<file path="src/rtl/uart_rx_core.sv">
module uart_rx_core #(
  parameter int OVS   = 16,
  parameter int DBITS = 8
) (
  input  logic             clk,
  input  logic             rst_n,
  input  logic             tick16,
  input  logic             rx,
  input  logic             rd_data,
  input  logic             rd_status,
  output logic [DBITS-1:0] data_out,
  output logic [7:0]       rx_stat,
  output logic             data_ready,
  output logic             overrun,
  output logic             frame_err,
  output logic             rx_irq
);
  localparam int CW = $clog2(OVS);
  localparam int BW = $clog2(DBITS + 1);
  localparam logic [CW-1:0] CONF_AT = CW'(OVS/2 - 2);
  localparam logic [CW-1:0] LAST    = CW'(OVS - 1);
  localparam logic [BW-1:0] NBITS   = BW'(DBITS);

  typedef enum logic [1:0] {S_IDLE, S_START, S_DATA, S_STOP} st_t;

  st_t              st;
  logic [CW-1:0]    cnt;
  logic [BW-1:0]    nbit;
  logic [DBITS-1:0] shreg;
  logic             rx_m, rx_s, rx_prev;
  logic             done;

  always_ff @(posedge clk or negedge rst_n)
    if (!rst_n) begin
      rx_m <= 1'b1;
      rx_s <= 1'b1;
    end else begin
      rx_m <= rx;
      rx_s <= rx_m;
    end

  assign done = tick16 && (st == S_STOP) && (cnt == LAST);

  always_ff @(posedge clk or negedge rst_n)
    if (!rst_n) begin
      st      <= S_IDLE;
      cnt     <= '0;
      nbit    <= '0;
      shreg   <= '0;
      rx_prev <= 1'b1;
    end else if (tick16) begin
      rx_prev <= rx_s;
      case (st)
        S_IDLE:
          if (rx_prev && !rx_s) begin
            st  <= S_START;
            cnt <= '0;
          end
        S_START:
          if (cnt == CONF_AT) begin
            cnt  <= '0;
            nbit <= '0;
            st   <= rx_s ? S_IDLE : S_DATA;
          end else
            cnt <= cnt + 1'b1;
        S_DATA:
          if (cnt == LAST) begin
            cnt   <= '0;
            shreg <= {rx_s, shreg[DBITS-1:1]};
            nbit  <= nbit + 1'b1;
            if (nbit == NBITS - 1'b1) st <= S_STOP;
          end else
            cnt <= cnt + 1'b1;
        S_STOP:
          if (cnt == LAST) begin
            cnt <= '0;
            st  <= S_IDLE;
          end else
            cnt <= cnt + 1'b1;
        default: st <= S_IDLE;
      endcase
    end

  always_ff @(posedge clk or negedge rst_n)
    if (!rst_n) begin
      data_out   <= '0;
      data_ready <= 1'b0;
      overrun    <= 1'b0;
      frame_err  <= 1'b0;
    end else begin
      if (rd_status) begin
        overrun   <= 1'b0;
        frame_err <= 1'b0;
      end
      if (rd_data) data_ready <= 1'b0;
      if (done) begin
        data_out   <= shreg;
        data_ready <= 1'b1;
        if (data_ready) overrun   <= 1'b1;
        if (!rx_s)      frame_err <= 1'b1;
      end
    end

  assign rx_stat = {4'b0000, frame_err, 1'b0, overrun, data_ready};
  assign rx_irq  = data_ready;
endmodule


</file>
<file path="config.mk">
export PLATFORM = sky130hd
export DESIGN_NAME = uart_rx_core
export DESIGN_NICKNAME = d
export VERILOG_FILES = /design/src/rtl/uart_rx_core.sv
export SDC_FILE = /design/constraint.sdc
export NUM_CORES = 1
export LEC_CHECK = 0
export BUFFER_PORTS_ARGS = -buffer_cell sky130_fd_sc_hd__buf_2
export CAP_MARGIN = 20
export CORE_UTILIZATION = 54
export CTS_CLUSTER_DIAMETER = 60
export DETAILED_ROUTE_END_ITERATION = 6
export PLACE_DENSITY = 0.87
export SLEW_MARGIN = 20
export SYNTH_ARGS = -nofsm -noshare
export SYNTH_HDL_FRONTEND = slang
export SYNTH_SLANG_ARGS = --single-unit
</file>
<file path="constraint.sdc">
create_clock -name clk -period 2.6 [get_ports clk]
set_clock_uncertainty 0.15 [all_clocks]
set_input_delay 0.39 -clock clk [delete_from_list [all_inputs] [get_ports clk]]
set_output_delay 0.39 -clock clk [all_outputs]
set_load 0.1 [all_outputs]
</file>
==> results by group, run 1 <==
Clock tree
  – TritonCTS buffer count: 5
  – TritonCTS Sinks: 32
  – Root buf cell: clkbuf_4
  – Clock latency at the later pin of the worst-skew pair: 320 ps
  – Clk slew on worst S/H paths: 100 ps
  – Deepest clock path buffer count: 2
  – CTS tree: yes
  – H-tree levels: 2
  – Setup Buffers After CTS: 0

Synthesis
  – FF+latch count, synth: 32
  – Post-synthesis simple-gate area fraction: 0.1076
  – Post-synthesis cell count: ~130
  – Most frequent cell after synthesis: dfrtp_1
  – Synth Area in Adders: 0.02463
  – Asr flop ratio synth: 1.000
  – Post-synth top area share: 0.4762
  – Synth Area in XOR/XNOR: 0
  – Area contributors post-synth: dfrtp_1 (48%), mux2_2 (7.4%), mux2_4 (6.9%)
  – Largest family of logic cells by synthesized area: multiplexers
  – Area leader, netlist: dfrtp_1
  – Post-synthesis mux area share: 0.1560
  – Top_reg_cell synth: dfrtp_1
  – Seq/Total Area, Yosys: 0.5279
  – Synth Warn #: 0
  – EDFF count, synth: 0
  – Compound-Gate Fraction of Synth Area: 0.09934
  – Netlist cell types: 35
  – Syn avg cell area: 12.00 um2
  – Most common library cells after synthesis: dfrtp_1 (29), o21ai_0 (13), mux2_2 (10)
  – Netlist Area Pre-Place: 1524 um2

Detailed routing
  – Vias: 983
  – Drt first pass iters: 4
  – ANT nets after route: 0
  – Met2 wire len: 1195 um
  – Wire per inst: 13.51 um
  – Iteration-0 DRC count of the detailed router: 17
  – Top Metal Used: met4
  – # DRC: 0
  – Metal-1 WL: 1090 um
  – Met3 wire length: 98 um
  – Final wirelength: 2404 um
  – Routed vias/inst: 5.522

Global route
  – Total GRT Usage: 0.1855
  – Number of global-route vias before repair: between 800 and 900
  – First-pass GRT wire length: 3850 um
  – Largest net degree at the start of global routing: 33
  – Grt total ovfl: 0
  – Initial antenna violation count: 0

Power
  – Maximum VDD drop: around 0.00063 V
  – Power, Total: ~1.4 mW
  – Pwr per Cell Area: between 800 and 900 nW/um2
  – Leak: 0.8644 nW

Die
  – Die ar.: 3039 um2
  – CORE AREA: 2567 um2
  – Chip width: about 55 um
  – Die Height: 55.13 um
  – Starting Density: 0.5936
  – I/O pins: 26
  – Num rows: 18

Setup path
  – Critical path capture point type: register
  – Crit-path max FO: 8
  – CP required: 2660 ps
  – CP max-delay cell: dfrtp_1
  – Crit path launch type: register
  – Crit-path leading delay family: simple AND/OR/NAND/NOR gates
  – Worst Path Buf+Inv: 0
  – Kind of critical path: reg2reg
  – CP max stage delay: ~410 ps
  – Crit path cell chain: ha_1 > and4_4 > and3_1 > mux2_2
  – Arrival @ worst endpoint: 2010 ps
  – Reg-to-reg slack, setup: 660 ps

STA
  – RSZ-0062 raised after global routing: no
  – Final setup fails: 0
  – Slew margin rel.: 0.5437
  – Worst-margin pin slew: ~700 ps
  – Hold_ws: 96.10 ps
  – Max-slew violation count: 0
  – Peak Freq: 514.7 MHz
  – Min Tclk post-route: 1943 ps
  – Endpoints failing hold: 0
  – Setup_tns: 0 ps
  – Fin crit share: 0.7472

Cells and area
  – Number of fill cells in the layout: around 200
  – Nets: around 160
  – Share of layout cells above drive strength 1: 0.3581
  – Inserted Diodes: 0
  – Syn-to-layout area delta: 9.852%
  – Layout Utilization: 0.6520

Placed design
  – GP Congestion: ~0.79
  – Dpl hpwl: 1760 um
  – Buffers added on ports: 20

Run status
  – Status: finished clean

Run
  – Max-capacitance violation count: 0

Worst hold path
  – Hold WC Path Type: in2reg
==> flip-flops by register name, summed over array words and instances, names as in the netlist, named ones only <==
name        cells
data_ready      1
st              1
overrun         1
rx_s            1
rx_m            1
nbit            4
frame_err       1
cnt             4
data_out        8
shreg           8
rx_prev         1
==> metal layers <==
layer / global-route usage / vias to the layer above
li1: - / 476
met4: 0.06250 / 0
met2: 0.3092 / 25
met1: 0.2269 / 480
met3: 0.05738 / 2
met5: 0 / -
==> final cells by class <==
type | instances | area, um2 | area share
inverter | 7 | 26.28 | 0.01570
clock inverter | 2 | 35.03 | 0.02093
multi-input combinational | 79 | 609.3 | 0.3640
timing repair buffer | 22 | 120.1 | 0.07175
clock buffer | 6 | 41.29 | 0.02466
tap | 30 | 37.54 | 0.02242
sequential | 32 | 804.5 | 0.4806
==> placed cells by master, fill, tap and decap left out <==
cell | Yosys | layout
nand3_1 | 2 | 2
mux2_4 | 7 | 7
conb_1 | 1 | 5
nand2_4 | 1 | 1
nor4b_1 | 1 | 1
nand4_1 | 4 | 4
and3b_2 | 1 | 1
a22oi_1 | 1 | 1
o31a_1 | 1 | 1
mux2_2 | 10 | 10
clkbuf_4 | 0 | 5
or2_2 | 1 | 1
a21oi_1 | 5 | 5
dfrtp_1 | 29 | 29
ha_1 | 3 | 3
dfstp_2 | 3 | 3
o2bb2ai_1 | 1 | 1
o31ai_1 | 1 | 1
mux2i_1 | 2 | 2
clkinv_2 | 0 | 1
and4bb_2 | 1 | 1
dlygate4sd3_1 | 0 | 2
o311ai_0 | 1 | 1
nor2b_1 | 2 | 2
and3_1 | 1 | 1
and4_4 | 1 | 1
buf_2 | 1 | 20
inv_1 | 7 | 7
clkbuf_1 | 1 | 1
o211ai_1 | 1 | 1
nand2_1 | 8 | 8
nor2_1 | 1 | 1
bufinv_16 | 0 | 1
o21ai_0 | 13 | 13
and2_4 | 1 | 1
o22ai_1 | 2 | 2
nand3b_1 | 1 | 1
==> worst paths after layout <==
kind	start	endpoint	cells after the start
worst max register to register	cnt[1]	shreg[6]	4
max in group asynchronous	rst_n	cnt[2]	2
worst max-delay path	cnt[1]	shreg[6]	4
worst min-delay path	rd_data	data_ready	2
worst min register to register	rx_m	rx_s	0
min in group asynchronous	rst_n	nbit[3]	2
==> cell families (layout without fill, tap and decap cells) <==
group | Yosys count | in the layout
mux | 19 | 19
buf+inv | 20 | 37
simple gates | 26 | 26
flops | 32 | 32
fa+ha+maj | 3 | 3
other cells | 1 | 5
compound gates | 26 | 26
==> where the power goes <==
group	switching (mW)	internal, mW
clock network	0.159	0.202
logic	0.196	0.146
registers	0.118	0.599
==> repair_timing <==
item,4_1_cts,5_1_grt
resized for setup,0,0
hold buffers,2,0
hold endpoints to repair,30,0
==> per-stage QoR <==
stage,setup WS (ps),cells,area [um2]
2_1_floorplan,703.7,131,1539
3_3_place_gp,732.0,168,1578
3_5_place_dp,658.3,168,1578
4_1_cts,650.3,178,1674
5_1_grt,550.0,178,1674
6_report,657.3,178,1674
No activity file was read; power rests on OpenSTA's default activity.
==> inputs of run 2 (changes only) <==
clock period = 1.8 ns   (was 2.6 ns; I/O delays follow)
==> results by group, run 2 (synthesis results as in run 1) <==
Detailed routing
  – ANT nets after route: 0 (unchanged)
  – Routed vias/inst: 5.419 (was 5.522)
  – Iteration-0 DRC count of the detailed router: 10 (was 17)
  – Wire per inst: 14.38 um (was 13.51 um)
  – Drt first pass iters: 2 (was 4)
  – Vias: 1,008 (was 983)
  – Final wirelength: 2675 um (was 2404 um)
  – # DRC: 0 (unchanged)

Placed design
  – Post-placement cell count: 172 (was 168)
  – GP Congestion: 0.8491 (was 0.7926)
  – Dpl cell area: 1620 um2 (was 1578 um2)
  – Buffers added on ports: 20 (unchanged)
  – Pre-CTS setup slack: -13.12 ps (was 658.3 ps)
  – Dpl hpwl: 1882 um (was 1760 um)

Clock tree
  – H-tree levels: 2 (unchanged)
  – Clock latency at the later pin of the worst-skew pair: 330 ps (was 320 ps)
  – TritonCTS Sinks: 32 (unchanged)
  – Clk slew on worst S/H paths: 90 ps (was 100 ps)
  – Root buf cell: clkbuf_4 (unchanged)
  – Deepest clock path buffer count: 2 (unchanged)
  – CTS tree: yes (unchanged)
  – TritonCTS buffer count: 5 (unchanged)

Die
  – CORE AREA: 2567 um2 (unchanged)
  – Chip width: 55.13 um (unchanged)
  – Die Height: 55.13 um (unchanged)
  – Starting Density: 0.5936 (unchanged)
  – I/O pins: 26 (unchanged)
  – Num rows: 18 (unchanged)
  – Die ar.: 3039 um2 (unchanged)

Cells and area
  – Biggest registers after layout: data_out: 8 flops, shreg: 8 flops (unchanged)
  – Inserted Diodes: 0 (unchanged)
  – Most frequent cells in the layout: dfrtp_1 (29), buf_2 (20), o21ai_0 (13), mux2_2 (10), nand2_1 (8) (unchanged)
  – Design area: 1745 um2 (was 1674 um2)
  – Share of layout cells above drive strength 1: 0.3910 (was 0.3581)
  – Syn-to-layout area delta: 14.53% (was 9.852%)
  – Cell Count, Final, Fillers Out: 186 (was 178)
  – Commonest non-fill, non-tap cell in the layout: dfrtp_1 (unchanged)
  – Nets: 164 (was 156)

Setup path
  – Critical Path Stages: 5 (was 4)
  – Reg-to-reg slack, setup: 40 ps (was 660 ps)
  – Crit path launch type: register (unchanged)
  – Crit-path leading delay family: simple AND/OR/NAND/NOR gates (unchanged)
  – CP required: 1860 ps (was 2660 ps)
  – Crit-path max FO: 11 (was 8)
  – CP max stage delay: 430 ps (was 410 ps)
  – Crit path cell chain: ha_2 > and4_4 > and2_4 > nand2_8 > mux2_2 (was ha_1 > and4_4 > and3_1 > mux2_2)
  – Kind of critical path: reg2reg (unchanged)
  – Arrival @ worst endpoint: 1820 ps (was 2010 ps)
  – Reg2reg start: cnt[1] (unchanged)
  – Critical path capture point type: register (unchanged)
  – Critical R2R Capture: data_out[0] (was shreg[6])
  – Worst Path Buf+Inv: 0 (unchanged)
  – Path depth of the worst reg2reg path: 5 (was 4)
  – CP max-delay cell: dfrtp_1 (unchanged)

Run
  – Max-capacitance violation count: 0 (unchanged)

Global route
  – Grt total ovfl: 0 (unchanged)
  – Total GRT Usage: 0.2106 (was 0.1855)
  – Initial antenna violation count: 0 (unchanged)
  – Number of global-route vias before repair: 944 (was 894)
  – Largest net degree at the start of global routing: 33 (unchanged)
  – First-pass GRT wire length: 4284 um (was 3850 um)

Power
  – Maximum VDD drop: 0.0008456 V (was 0.0006345 V)
  – Leak: 0.8750 nW (was 0.8644 nW)
  – Pwr per Cell Area: 1181 nW/um2 (was 847.9 nW/um2)

STA
  – Endpoints failing hold: 0 (unchanged)
  – Worst-margin pin slew: 702.7 ps (was 684.5 ps)
  – Final setup fails: 0 (unchanged)
  – Min Tclk post-route: 1758 ps (was 1943 ps)
  – Setup_tns: 0 ps (unchanged)
  – Slew margin rel.: 0.5315 (was 0.5437)
  – Fin crit share: 0.9768 (was 0.7472)
  – Max-slew violation count: 0 (unchanged)
  – Final worst setup slack: 41.77 ps (was 657.3 ps)
  – Peak Freq: 568.8 MHz (was 514.7 MHz)

Worst hold path
  – Hold path cells: 3 (was 2)
  – Hold WC Path Type: in2reg (unchanged)
  – HP Start: tick16 (was rd_data)
  – WHS Endpoint: st[0] (was data_ready)

Run status
  – Status: finished clean (unchanged)
[run 2: worst max path at each step]
stage / slack, ps / to / from
3_5_place_dp: -10 / data_out[0] / cnt[0]
3_3_place_gp: 40 / data_out[0] / cnt[0]
5_1_grt: -3 / cnt[3] / cnt[0]
6_report: 40 / data_out[0] / cnt[1]
4_1_cts: 10 / shreg[5] / cnt[1]
2_1_floorplan: 20 / data_out[1] / cnt[0]
[run 2: worst min-delay path: stages]
cell	delay (ps)
buf_2	170
nand2_1	70
o21ai_0	70
[run 2: final cells by class]
class | instances | area (um2)
fillers | 196 | 822.0
flip-flops and latches | 32 | 804.5
multi-input cells | 79 | 633.1
repair buffers | 30 | 185.2
clock buffers | 8 | 58.81
well taps | 30 | 37.54
inverters | 7 | 26.28
[run 2: what timing repair did]
| item | CTS | global route |
|---|---|---|
| endpoints found under the setup margin | 10 | 10 |
| pin swaps | 0 | 1 |
| gates resized for setup | 2 | 3 |
| buffers inserted | 1 | 2 |
| hold endpoints to repair | 33 | 0 |
| cloned | 0 | 0 |
| hold buffers | 4 | 0 |
[run 2: power by group]
| group | internal, mW | switching, mW |
|---|---|---|
| logic | 0.287 | 0.339 |
| registers | 0.865 | 0.155 |
| clock network | 0.193 | 0.223 |
[run 2: routing by layer]
metal  track usage  vias to the layer above  wire length, um
li1              -                      494                -
met1        0.2522                      487             1184
met2        0.3494                       22             1347
met3       0.05738                        5              101
met4        0.1000                        0               42
met5             0                        -                0
[run 2: stage by stage]
stage	utilization	hold slack, ps	total power [mW]
finish	0.6798	134.2	2.062
global route	0.6798	173.1	2.212
CTS	0.6759	131.2	2.046
detailed placement	0.6311	199.1	1.595
global placement	0.6311	184.1	1.541
floorplan	-	-175.6	1.431
